[src/rtl/mce_pkg.sv]
package mce_pkg;
  localparam int BYTE_W    = 8;
  localparam int MAX_BYTES = 4;
  localparam int PXW_BITS  = $clog2(MAX_BYTES);
  localparam int PIX_W     = BYTE_W * MAX_BYTES;
  localparam int EXT_W     = BYTE_W * (MAX_BYTES - 1);
  localparam int COL_BITS  = $clog2(BYTE_W);

  typedef enum logic [1:0] {
    ST_IDLE  = 2'd0,
    ST_PLOAD = 2'd1,
    ST_RUN   = 2'd2,
    ST_DRAIN = 2'd3
  } seq_state_t;

  function automatic logic [MAX_BYTES-1:0] width_mask(input logic [PXW_BITS-1:0] code);
    logic [MAX_BYTES-1:0] m;
    for (int i = 0; i < MAX_BYTES; i++) m[i] = (i <= int'(code));
    return m;
  endfunction
endpackage

[src/rtl/mce_color.sv]
module mce_color
  import mce_pkg::*;
(
  input  logic                clk,
  input  logic                rst,
  input  logic                load,
  input  logic [PXW_BITS-1:0] pxw,
  input  logic [BYTE_W-1:0]   base,
  input  logic [EXT_W-1:0]    ext,
  output logic [PIX_W-1:0]    color
);
  logic [PIX_W-1:0] asm_c;

  assign asm_c[BYTE_W-1:0] = base;

  generate
    for (genvar i = 1; i < MAX_BYTES; i++) begin : g_byte
      assign asm_c[i*BYTE_W +: BYTE_W] =
        (pxw >= PXW_BITS'(i)) ? ext[(i-1)*BYTE_W +: BYTE_W] : '0;
    end
  endgenerate

  always_ff @(posedge clk) begin
    if (rst)       color <= '0;
    else if (load) color <= asm_c;
  end
endmodule

[src/rtl/mce_seq.sv]
module mce_seq
  import mce_pkg::*;
#(
  parameter int W_BITS   = 12,
  parameter int H_BITS   = 12,
  parameter int PAT_ROWS = 8
) (
  input  logic              clk,
  input  logic              rst,
  input  logic              start,
  input  logic              cfg_pattern,
  input  logic              cfg_dword,
  input  logic [W_BITS-1:0] cfg_wm1,
  input  logic [H_BITS-1:0] cfg_hm1,
  input  logic [BYTE_W-1:0] src_data,
  input  logic              src_valid,
  output logic              src_ready,
  output logic              busy,
  output logic              start_ok,
  output logic              pix_fire,
  output logic              pix_bit,
  output logic [W_BITS-1:0] pix_x,
  output logic [H_BITS-1:0] pix_y
);
  localparam int PR_BITS = $clog2(PAT_ROWS);

  seq_state_t        state;
  logic [W_BITS-1:0] wm1_q, need_q, need_n, taken_q, x_q;
  logic [H_BITS-1:0] hm1_q, y_q;
  logic              pat_q, have_q;
  logic [BYTE_W-1:0] cur_q, pat_row;
  logic [PR_BITS-1:0] pcnt_q;
  logic [BYTE_W-1:0] pat_mem [PAT_ROWS];
  logic              hs, last_x, last_y, line_short;
  logic [COL_BITS-1:0] col;

  // bytes consumed per source line
  always_comb begin
    if (cfg_dword) need_n = ((cfg_wm1 >> 5) + W_BITS'(1)) << 2;
    else           need_n = (cfg_wm1 >> 3) + W_BITS'(1);
  end

  assign busy       = (state != ST_IDLE);
  assign start_ok   = start && (state == ST_IDLE);
  assign src_ready  = (state == ST_PLOAD) || (state == ST_DRAIN) ||
                      ((state == ST_RUN) && !pat_q && !have_q);
  assign hs         = src_valid && src_ready;
  assign last_x     = (x_q == wm1_q);
  assign last_y     = (y_q == hm1_q);
  assign line_short = (taken_q != need_q);
  assign col        = x_q[COL_BITS-1:0];
  assign pat_row    = pat_mem[y_q[PR_BITS-1:0]];

  assign pix_fire = (state == ST_RUN) && (pat_q || have_q);
  assign pix_bit  = pat_q ? pat_row[~col] : cur_q[~col];
  assign pix_x    = x_q;
  assign pix_y    = y_q;

  // tile storage, no reset so it maps onto distributed/block RAM
  always_ff @(posedge clk) begin
    if (state == ST_PLOAD && hs) pat_mem[pcnt_q] <= src_data;
  end

  always_ff @(posedge clk) begin
    if (rst) begin
      state   <= ST_IDLE;
      wm1_q   <= '0;
      hm1_q   <= '0;
      need_q  <= '0;
      taken_q <= '0;
      x_q     <= '0;
      y_q     <= '0;
      pat_q   <= 1'b0;
      have_q  <= 1'b0;
      cur_q   <= '0;
      pcnt_q  <= '0;
    end else begin
      unique case (state)
        ST_IDLE: begin
          if (start) begin
            wm1_q   <= cfg_wm1;
            hm1_q   <= cfg_hm1;
            need_q  <= need_n;
            pat_q   <= cfg_pattern;
            taken_q <= '0;
            x_q     <= '0;
            y_q     <= '0;
            have_q  <= 1'b0;
            pcnt_q  <= '0;
            state   <= cfg_pattern ? ST_PLOAD : ST_RUN;
          end
        end
        ST_PLOAD: begin
          if (hs) begin
            pcnt_q <= pcnt_q + PR_BITS'(1);
            if (pcnt_q == PR_BITS'(PAT_ROWS - 1)) state <= ST_RUN;
          end
        end
        ST_RUN: begin
          if (!pat_q && !have_q) begin
            if (hs) begin
              cur_q   <= src_data;
              have_q  <= 1'b1;
              taken_q <= taken_q + W_BITS'(1);
            end
          end else begin
            if (last_x) begin
              x_q    <= '0;
              have_q <= 1'b0;
              if (!pat_q && line_short) begin
                state <= ST_DRAIN;
              end else begin
                taken_q <= '0;
                if (last_y) state <= ST_IDLE;
                else        y_q   <= y_q + H_BITS'(1);
              end
            end else begin
              x_q <= x_q + W_BITS'(1);
              if (col == COL_BITS'(BYTE_W - 1)) have_q <= 1'b0;
            end
          end
        end
        ST_DRAIN: begin
          if (hs) begin
            if (taken_q + W_BITS'(1) == need_q) begin
              taken_q <= '0;
              if (last_y) state <= ST_IDLE;
              else begin
                y_q   <= y_q + H_BITS'(1);
                state <= ST_RUN;
              end
            end else begin
              taken_q <= taken_q + W_BITS'(1);
            end
          end
        end
        default: state <= ST_IDLE;
      endcase
    end
  end
endmodule

[src/rtl/mce_out.sv]
module mce_out
  import mce_pkg::*;
#(
  parameter int W_BITS = 12,
  parameter int H_BITS = 12
) (
  input  logic                 clk,
  input  logic                 rst,
  input  logic                 load,
  input  logic                 cfg_transp,
  input  logic                 cfg_invert,
  input  logic [PXW_BITS-1:0]  cfg_pxw,
  input  logic                 fire,
  input  logic                 bit_in,
  input  logic [W_BITS-1:0]    x_in,
  input  logic [H_BITS-1:0]    y_in,
  input  logic [PIX_W-1:0]     fg,
  input  logic [PIX_W-1:0]     bg,
  output logic                 out_valid,
  output logic [W_BITS-1:0]    out_x,
  output logic [H_BITS-1:0]    out_y,
  output logic [PIX_W-1:0]     out_data,
  output logic [MAX_BYTES-1:0] out_be
);
  logic                 tr_q, inv_q, draw;
  logic [MAX_BYTES-1:0] mask_q;
  logic [PIX_W-1:0]     color;

  always_comb begin
    if (tr_q) begin
      draw  = bit_in ^ inv_q;
      color = inv_q ? bg : fg;
    end else begin
      draw  = 1'b1;
      color = bit_in ? fg : bg;
    end
  end

  always_ff @(posedge clk) begin
    if (rst) begin
      tr_q   <= 1'b0;
      inv_q  <= 1'b0;
      mask_q <= '0;
    end else if (load) begin
      tr_q   <= cfg_transp;
      inv_q  <= cfg_invert;
      mask_q <= width_mask(cfg_pxw);
    end
  end

  always_ff @(posedge clk) begin
    if (rst) begin
      out_valid <= 1'b0;
      out_x     <= '0;
      out_y     <= '0;
      out_data  <= '0;
      out_be    <= '0;
    end else begin
      out_valid <= fire;
      if (fire) begin
        out_x    <= x_in;
        out_y    <= y_in;
        out_data <= color;
        out_be   <= draw ? mask_q : '0;
      end else begin
        out_be   <= '0;
      end
    end
  end
endmodule

[src/rtl/mono_expand.sv]
module mono_expand
  import mce_pkg::*;
#(
  parameter int W_BITS   = 12,
  parameter int H_BITS   = 12,
  parameter int PAT_ROWS = 8
) (
  input  logic                 clk,
  input  logic                 rst,
  input  logic                 start,
  input  logic [PXW_BITS-1:0]  cfg_pxw,
  input  logic                 cfg_transp,
  input  logic                 cfg_invert,
  input  logic                 cfg_pattern,
  input  logic                 cfg_dword,
  input  logic [W_BITS-1:0]    cfg_wm1,
  input  logic [H_BITS-1:0]    cfg_hm1,
  input  logic [BYTE_W-1:0]    fg_base,
  input  logic [EXT_W-1:0]     fg_ext,
  input  logic [BYTE_W-1:0]    bg_base,
  input  logic [EXT_W-1:0]     bg_ext,
  input  logic [BYTE_W-1:0]    src_data,
  input  logic                 src_valid,
  output logic                 src_ready,
  output logic                 busy,
  output logic                 out_valid,
  output logic [W_BITS-1:0]    out_x,
  output logic [H_BITS-1:0]    out_y,
  output logic [PIX_W-1:0]     out_data,
  output logic [MAX_BYTES-1:0] out_be
);
  logic              start_ok, pix_fire, pix_bit;
  logic [W_BITS-1:0] pix_x;
  logic [H_BITS-1:0] pix_y;
  logic [PIX_W-1:0]  fg_c, bg_c;

  mce_color u_fg (
    .clk(clk), .rst(rst), .load(start_ok), .pxw(cfg_pxw),
    .base(fg_base), .ext(fg_ext), .color(fg_c)
  );

  mce_color u_bg (
    .clk(clk), .rst(rst), .load(start_ok), .pxw(cfg_pxw),
    .base(bg_base), .ext(bg_ext), .color(bg_c)
  );

  mce_seq #(.W_BITS(W_BITS), .H_BITS(H_BITS), .PAT_ROWS(PAT_ROWS)) u_seq (
    .clk(clk), .rst(rst), .start(start),
    .cfg_pattern(cfg_pattern), .cfg_dword(cfg_dword),
    .cfg_wm1(cfg_wm1), .cfg_hm1(cfg_hm1),
    .src_data(src_data), .src_valid(src_valid), .src_ready(src_ready),
    .busy(busy), .start_ok(start_ok),
    .pix_fire(pix_fire), .pix_bit(pix_bit), .pix_x(pix_x), .pix_y(pix_y)
  );

  mce_out #(.W_BITS(W_BITS), .H_BITS(H_BITS)) u_out (
    .clk(clk), .rst(rst), .load(start_ok),
    .cfg_transp(cfg_transp), .cfg_invert(cfg_invert), .cfg_pxw(cfg_pxw),
    .fire(pix_fire), .bit_in(pix_bit), .x_in(pix_x), .y_in(pix_y),
    .fg(fg_c), .bg(bg_c),
    .out_valid(out_valid), .out_x(out_x), .out_y(out_y),
    .out_data(out_data), .out_be(out_be)
  );
endmodule

[config.mk]
export PLATFORM = sky130hd
export DESIGN_NAME = mono_expand
export DESIGN_NICKNAME = d
export VERILOG_FILES = /design/src/rtl/mce_pkg.sv /design/src/rtl/mce_color.sv /design/src/rtl/mce_seq.sv /design/src/rtl/mce_out.sv /design/src/rtl/mono_expand.sv
export SDC_FILE = /design/constraint.sdc
export NUM_CORES = 1
export LEC_CHECK = 0
export BUFFER_PORTS_ARGS = -buffer_cell sky130_fd_sc_hd__buf_2
export CAP_MARGIN = 40
export CORE_MARGIN = 8
export CORE_UTILIZATION = 30
export CTS_BUF_LIST = sky130_fd_sc_hd__clkbuf_8 sky130_fd_sc_hd__clkbuf_16
export DETAILED_ROUTE_END_ITERATION = 8
export PLACE_DENSITY_LB_ADDON = 0.12
export SLEW_MARGIN = 20
export SYNTH_ARGS = -nofsm -noshare
export SYNTH_HDL_FRONTEND = slang
export SYNTH_HIERARCHICAL = 1
export SYNTH_SLANG_ARGS = --single-unit
[constraint.sdc]
create_clock -name clk -period 10.4 [get_ports clk]
set_input_delay 2.08 -clock clk [delete_from_list [all_inputs] [get_ports clk]]
set_output_delay 2.08 -clock clk [all_outputs]
set_load 0.02 [all_outputs]
Word level (Yosys, flattened, before mapping):

Memory sizes are Yosys's and may differ from the RTL's. A register that Yosys moved wholly into a read port is not among the register bits.
Cells that the tools add are included.

* flip-flop bits (word level): 218
* latch bits: 0
* bits in writable memories: 64
* ROM bits: 0
* input port bits: 106
* output and inout port bits: 63
* word-level logic and storage cells: 147
* memories kept: 1

Memory list
* u_seq.pat_mem: words 8, bits a word 8, read ports 1, clocked after Yosys merged registers in 1, wr ports 1, line mce_seq.sv:33 `logic [BYTE_W-1:0] pat_mem [PAT_ROWS];`

* $add $sub $neg: 6
* multiply operators: 0
* divide/modulo/power cells: 0
* $lt $le $gt $ge: 7
* eq/ne operators: 22
* shift operators: 0
* mux-type cells: 59
* bitwise gates (word level): 4
* reduce and logical (&&, ||, !) cells: 27

Operators by type and width (count)
* two-way mux 12 bit: 15
* two-way mux 32 bit: 3
* case mux 12 bit (3 select lines): 2
* two-way mux 8 bit: 6
* adder 12 x 1 -> 12 bit, second input constant: 3
* == test 12 bit: 3
* case mux 12 bit (2 select lines): 1
* two-way mux 2 bit: 11
* two-way mux 3 bit: 4
* inequality test 12 bit: 1
* two-way mux 1 bit: 11
* adder 9 x 1 -> 10 bit, second input constant: 1
* two-way mux 10 bit: 1
* inequality test 2 bit, second input constant: 5
* inequality test 3 x 2 -> 1 bit, second input constant: 3
* AND reduction 3 bit: 3
* adder 7 x 1 -> 8 bit, second input constant: 1
* logical AND 1 bit: 8
* case mux 2 bit (4 select lines): 1
* AND reduction 8 bit: 1
* AND reduction 7 bit: 1
* binary-select mux 1 bit (select 3 bit): 2
* == test 3 bit, second input constant: 2
* inequality test 2 x 1 -> 1 bit, second input constant: 3
* 24 further kinds: 33

Depth between registers and ports, before layout:

* depth after elaboration: 9
* gate-level depth with buffers: 11
* mapped depth without buffers: 8

Modules after synthesis:

The synthesis kept the hierarchy.

Modules (own cells, without submodules)
* mce_seq: times used 1, cells an instance 695, area each 7233.2 µm², seq. area each 3683.5 µm²
* mce_out: times used 1, cells an instance 298, area each 2693.8 µm², seq. area each 1341.3 µm²
* mce_color: times used 2, cells an instance 133, area each 1341.3 µm², seq. area each 640.6 µm²

Least setup slack after synthesis:

Ideal clock, no wire load.

* kind: input -> register
* from: input port start
* to: register u_seq.taken_q[2]
* setup time: 0.126 ns
* arrival: 3.724 ns
* required time: 10.274 ns
* slack: 6.550 ns
* cell stages on the path: 6
* path buffers: 0
* cell sequence: o21bai_1 > and2_1 > o41ai_1 > nor2_1 > a22oi_1 > o21ai_0

* word-level cells in the longest chain between the ends: 2

Ends and longest elaborated chain
* start: declaration: line mono_expand.sv:10 `input logic start,`
* inequality test 2 bit (no line)
* AND reduction 6 bit (no line)
* end signal: assignment: line mce_seq.sv:104 `taken_q <= taken_q + W_BITS'(1);`
* end signal: assignment: line mce_seq.sv:133 `taken_q <= taken_q + W_BITS'(1);`
* end: declaration: line mce_seq.sv:28 `logic [W_BITS-1:0] wm1_q, need_q, need_n, taken_q, x_q;`

Every way passes these cells.
A chain may end at the register's enable or synchronous reset.

Worst setup path after layout:

* from: input port start
* to: register u_bg.color[6]

* word-level cells in the longest chain between the ends: 1

Ends and longest elaborated chain
* logical AND 1 bit: line mce_seq.sv:44 `assign start_ok = start && (state == ST_IDLE);`
* via start_ok: line mono_expand.sv:32 `logic start_ok, pix_fire, pix_bit;`
* end signal: assignment: line mce_color.sv:25 `else if (load) color <= asm_c;`
* end: declaration: line mce_color.sv:10 `output logic [PIX_W-1:0] color`

The timed path passes the listed nets, and every way through them passes these cells.

==> results by group <==
Outcome
  • Run status: finished clean

Global route
  • First-pass GRT wire length: 59.5 mm
  • Grt ovf: 0
  • Initial antenna violation count: 0
  • Number of global-route vias before repair: approximately 10000
  • Largest net degree at the start of global routing: 93
  • All-Layer GR Usage: 0.152

Power
  • PwrDens: around 220 nW/um^2
  • Peak VDD IR: approximately 0.00013 V
  • Total power draw: roughly 3.3 mW
  • Leakage: around 5.5 nW

Cells and area
  • Sequential Area: 6310 sq um
  • Final nets: approximately 1500
  • Fraction of layout cells with a size suffix above 1: 0.215
  • Multi-input logic area: approximately 5700 sq um
  • Fillers: roughly 4300
  • Layout area overhead: 18.7%
  • Ant diodes: 0

Worst setup path
  • Required time worst endpoint: around 11000 ps
  • Crit path arrival time: between 4000 and 5000 ps
  • Crit path launch type: primary input
  • Critical path peak fanout: ~70
  • Setup CP Type: primary input to flip-flop
  • Crit path capture type: flip-flop

STA
  • Final Slew Violations: 0
  • Unrepaired setup endpoints after global routing: no
  • Peak Freq: 231 MHz
  • Worst Max-Slew Pin Slew: a little over 800 ps
  • Setup_tns: 0 ps
  • Setup Viol. Count Final: 0
  • Fin. Hold Viols: 0
  • Final Cycle Share: 0.416
  • Slew HR: 0.462
  • Final worst path period need: 4320 ps
  • Clk_skew: roughly 16 ps

Synthesis
  • Synth Flop Type: dfxtp_1
  • Top-area cell type share of the netlist area: 0.348
  • Asr flop ratio synth: 0
  • Syn nets: approximately 1400
  • Distinct cell type count after synthesis: between 70 and 80
  • Post-synth EDFFs: 64
  • Synth area leader: dfxtp_1
  • Seq cells post-synth: 283
  • Area contributors post-synth: dfxtp_1 35%, edfxtp_1 15%, mux2i_1 4.3%
  • Syn_area_per_cell: around 10 sq um
  • Post-Syn Instances: between 1000 and 1500
  • Seq/Total Area, Yosys: 0.500
  • Warnings from Yosys: 6
  • Mapped cell area: 12600 sq um

Clock network
  • Clk sinks: 283
  • Clock buffer depth: 3
  • Cts-stage hold buffer count: 0
  • CTS Buf Count: 36
  • CTS tree: done
  • Post-CTS resize count: 0
  • Reg clk slew, reported paths: about 50 ps
  • Clock Latency Late Sink: around 530 ps
  • Post-CTS Setup Repair Bufs: 0
  • H-tree Lvls: 2
  • CTS root buf: clkbuf_16

Floorplanning
  • Core ar.: roughly 42000 sq um
  • Chip height: 221 um
  • Initial Util: 0.302
  • I/O pins: around 170
  • Die X-Extent: approximately 220 um
  • Die area: around 50000 sq um
  • Rows: 75

Route
  • Post-DRT Antenna Nets: 0
  • DR DRC count: 0
  • Routed WL: between 30 and 40 mm
  • First drt pass iteration count: 5
  • Vias per cell: around 5.1
  • Routed len/inst: slightly below 20 um
  • DR vias: a little under 10000
  • 1st-iter DRT viols: 660

Job
  • Max Cap Viol: 0

Placement
  • Port bufs: between 150 and 200
  • GP Congestion: 0.766
  • Dpl hpwl: approximately 25 mm

Worst hold path
  • HP Class: flip-flop to flip-flop
-- Yosys cell counts (all sizes together) (8+ instances only) --
library cell / instances
ha: 8
edfxtp: 64
o211ai: 19
nor2: 135
o21ai: 52
nor4: 8
buf: 50
mux2i: 54
xor2: 24
and3: 18
xnor2: 30
a31oi: 8
clkbuf: 48
nand3: 71
nor3: 11
nand4: 29
a21oi: 101
nand2: 93
nand2b: 57
a311oi: 32
dfxtp: 219
inv: 11
mux4: 23
-- worst max-delay path, stage by stage --
cell	delay [ps]
buf_2	100
or3b_2	780
inv_4	710
buf_4	430
buf_16	290
mux2i_1	210
nor2_1	50
-- metal layers --
| layer | vias up | track usage | routed length [um] | part of all wire |
|---|---|---|---|---|
| li1 | 4828 | - | - | - |
| met1 | 4797 | 0.212 | 18800 | 0.49 |
| met2 | 227 | 0.238 | 17300 | 0.45 |
| met3 | 52 | 0.0261 | 1410 | 0.037 |
| met4 | 0 | 0.0467 | 767 | 0.020 |
| met5 | - | 0 | 0 | 0 |
-- worst paths after layout --
path                                           end  slack (ps)  depth (start not counted)            start
worst max-delay path                 u_bg/color[6]        6080                          7            start
worst min-delay path               u_out/out_be[3]         460                          1  u_out/mask_q[3]
worst max register to register  u_out/out_data[19]        6720                          9        flip-flop
worst min register to register     u_out/out_be[3]         460                          1  u_out/mask_q[3]
-- metrics by stage --
stage / setup WS, ps / hold slack, ps / utilization / cells / instance area [sq um]
3_3_place_gp: 5370 / 436 / 0.328 / 1886 / 13700
3_5_place_dp: 5300 / 450 / 0.330 / 1889 / 13800
4_1_cts: 5880 / 465 / 0.357 / 1947 / 14900
2_1_floorplan: 6550 / 427 / - / 1259 / 12600
6_report: 6080 / 460 / 0.358 / 1952 / 15000
5_1_grt: 5790 / 476 / 0.358 / 1952 / 15000
-- area by class of cell --
cell class              instances  share of cell area
clock inverters                16             0.00878
clock buffers                  42              0.0664
multi-input cells             866               0.381
well taps                     539              0.0451
flip-flops and latches        283               0.421
inverters                      12             0.00318
repair buffers                194              0.0741
-- kinds of logic after synthesis --
family / share of synthesized area
adders and majority gates: 0.00794
muxes: 0.0866
and+or+nand+nor: 0.184
AOI/OAI and AO/OA: 0.135
buffers and inverters: 0.0486
DFF: 0.500
xor gates and xnor gates: 0.0375
-- cells in the final DEF, fill, tap and decap left out, drive strengths merged, types with 4 or more instances in the layout --
master and count:
and2 7, a31oi 8, a311oi 32, xor2 24, or3 7, nand4 29, a211oi 7, nor2 135
o32ai 4, nand3 71, clkinv 4, o211ai 19, nand2 93, or4 7, edfxtp 64, dfxtp 219
mux4 23, buf 194, clkbuf 42, nor4 8, and4 4, a21oi 101, or4b 5, ha 8
nand2b 57, o31ai 7, nor3 11, xnor2 30, mux2i 54, inv 21, and3 18, o21ai 52
-- report_power, final --
group	total, mW	switching, mW	internal, mW	leakage [nW]
logic	0.812	0.519	0.294	2.52
clock network	1.20	0.475	0.726	0.586
registers	1.28	0.0624	1.22	2.35
total	3.30	1.06	2.24	5.47
-- registers in the layout, indices dropped and copies added (netlist names), 8 cells and up, named ones only --
register        flops
u_seq/need_q       10
u_seq/pix_x        12
u_out/out_y        12
u_seq/cur_q         8
u_fg/color         32
u_seq/pat_mem      64
u_seq/taken_q      12
u_out/out_data     32
u_seq/pix_y        12
u_out/out_x        12
u_seq/hm1_q        12
u_bg/color         32
u_seq/wm1_q        12
(Power assumes the default switching activity.)
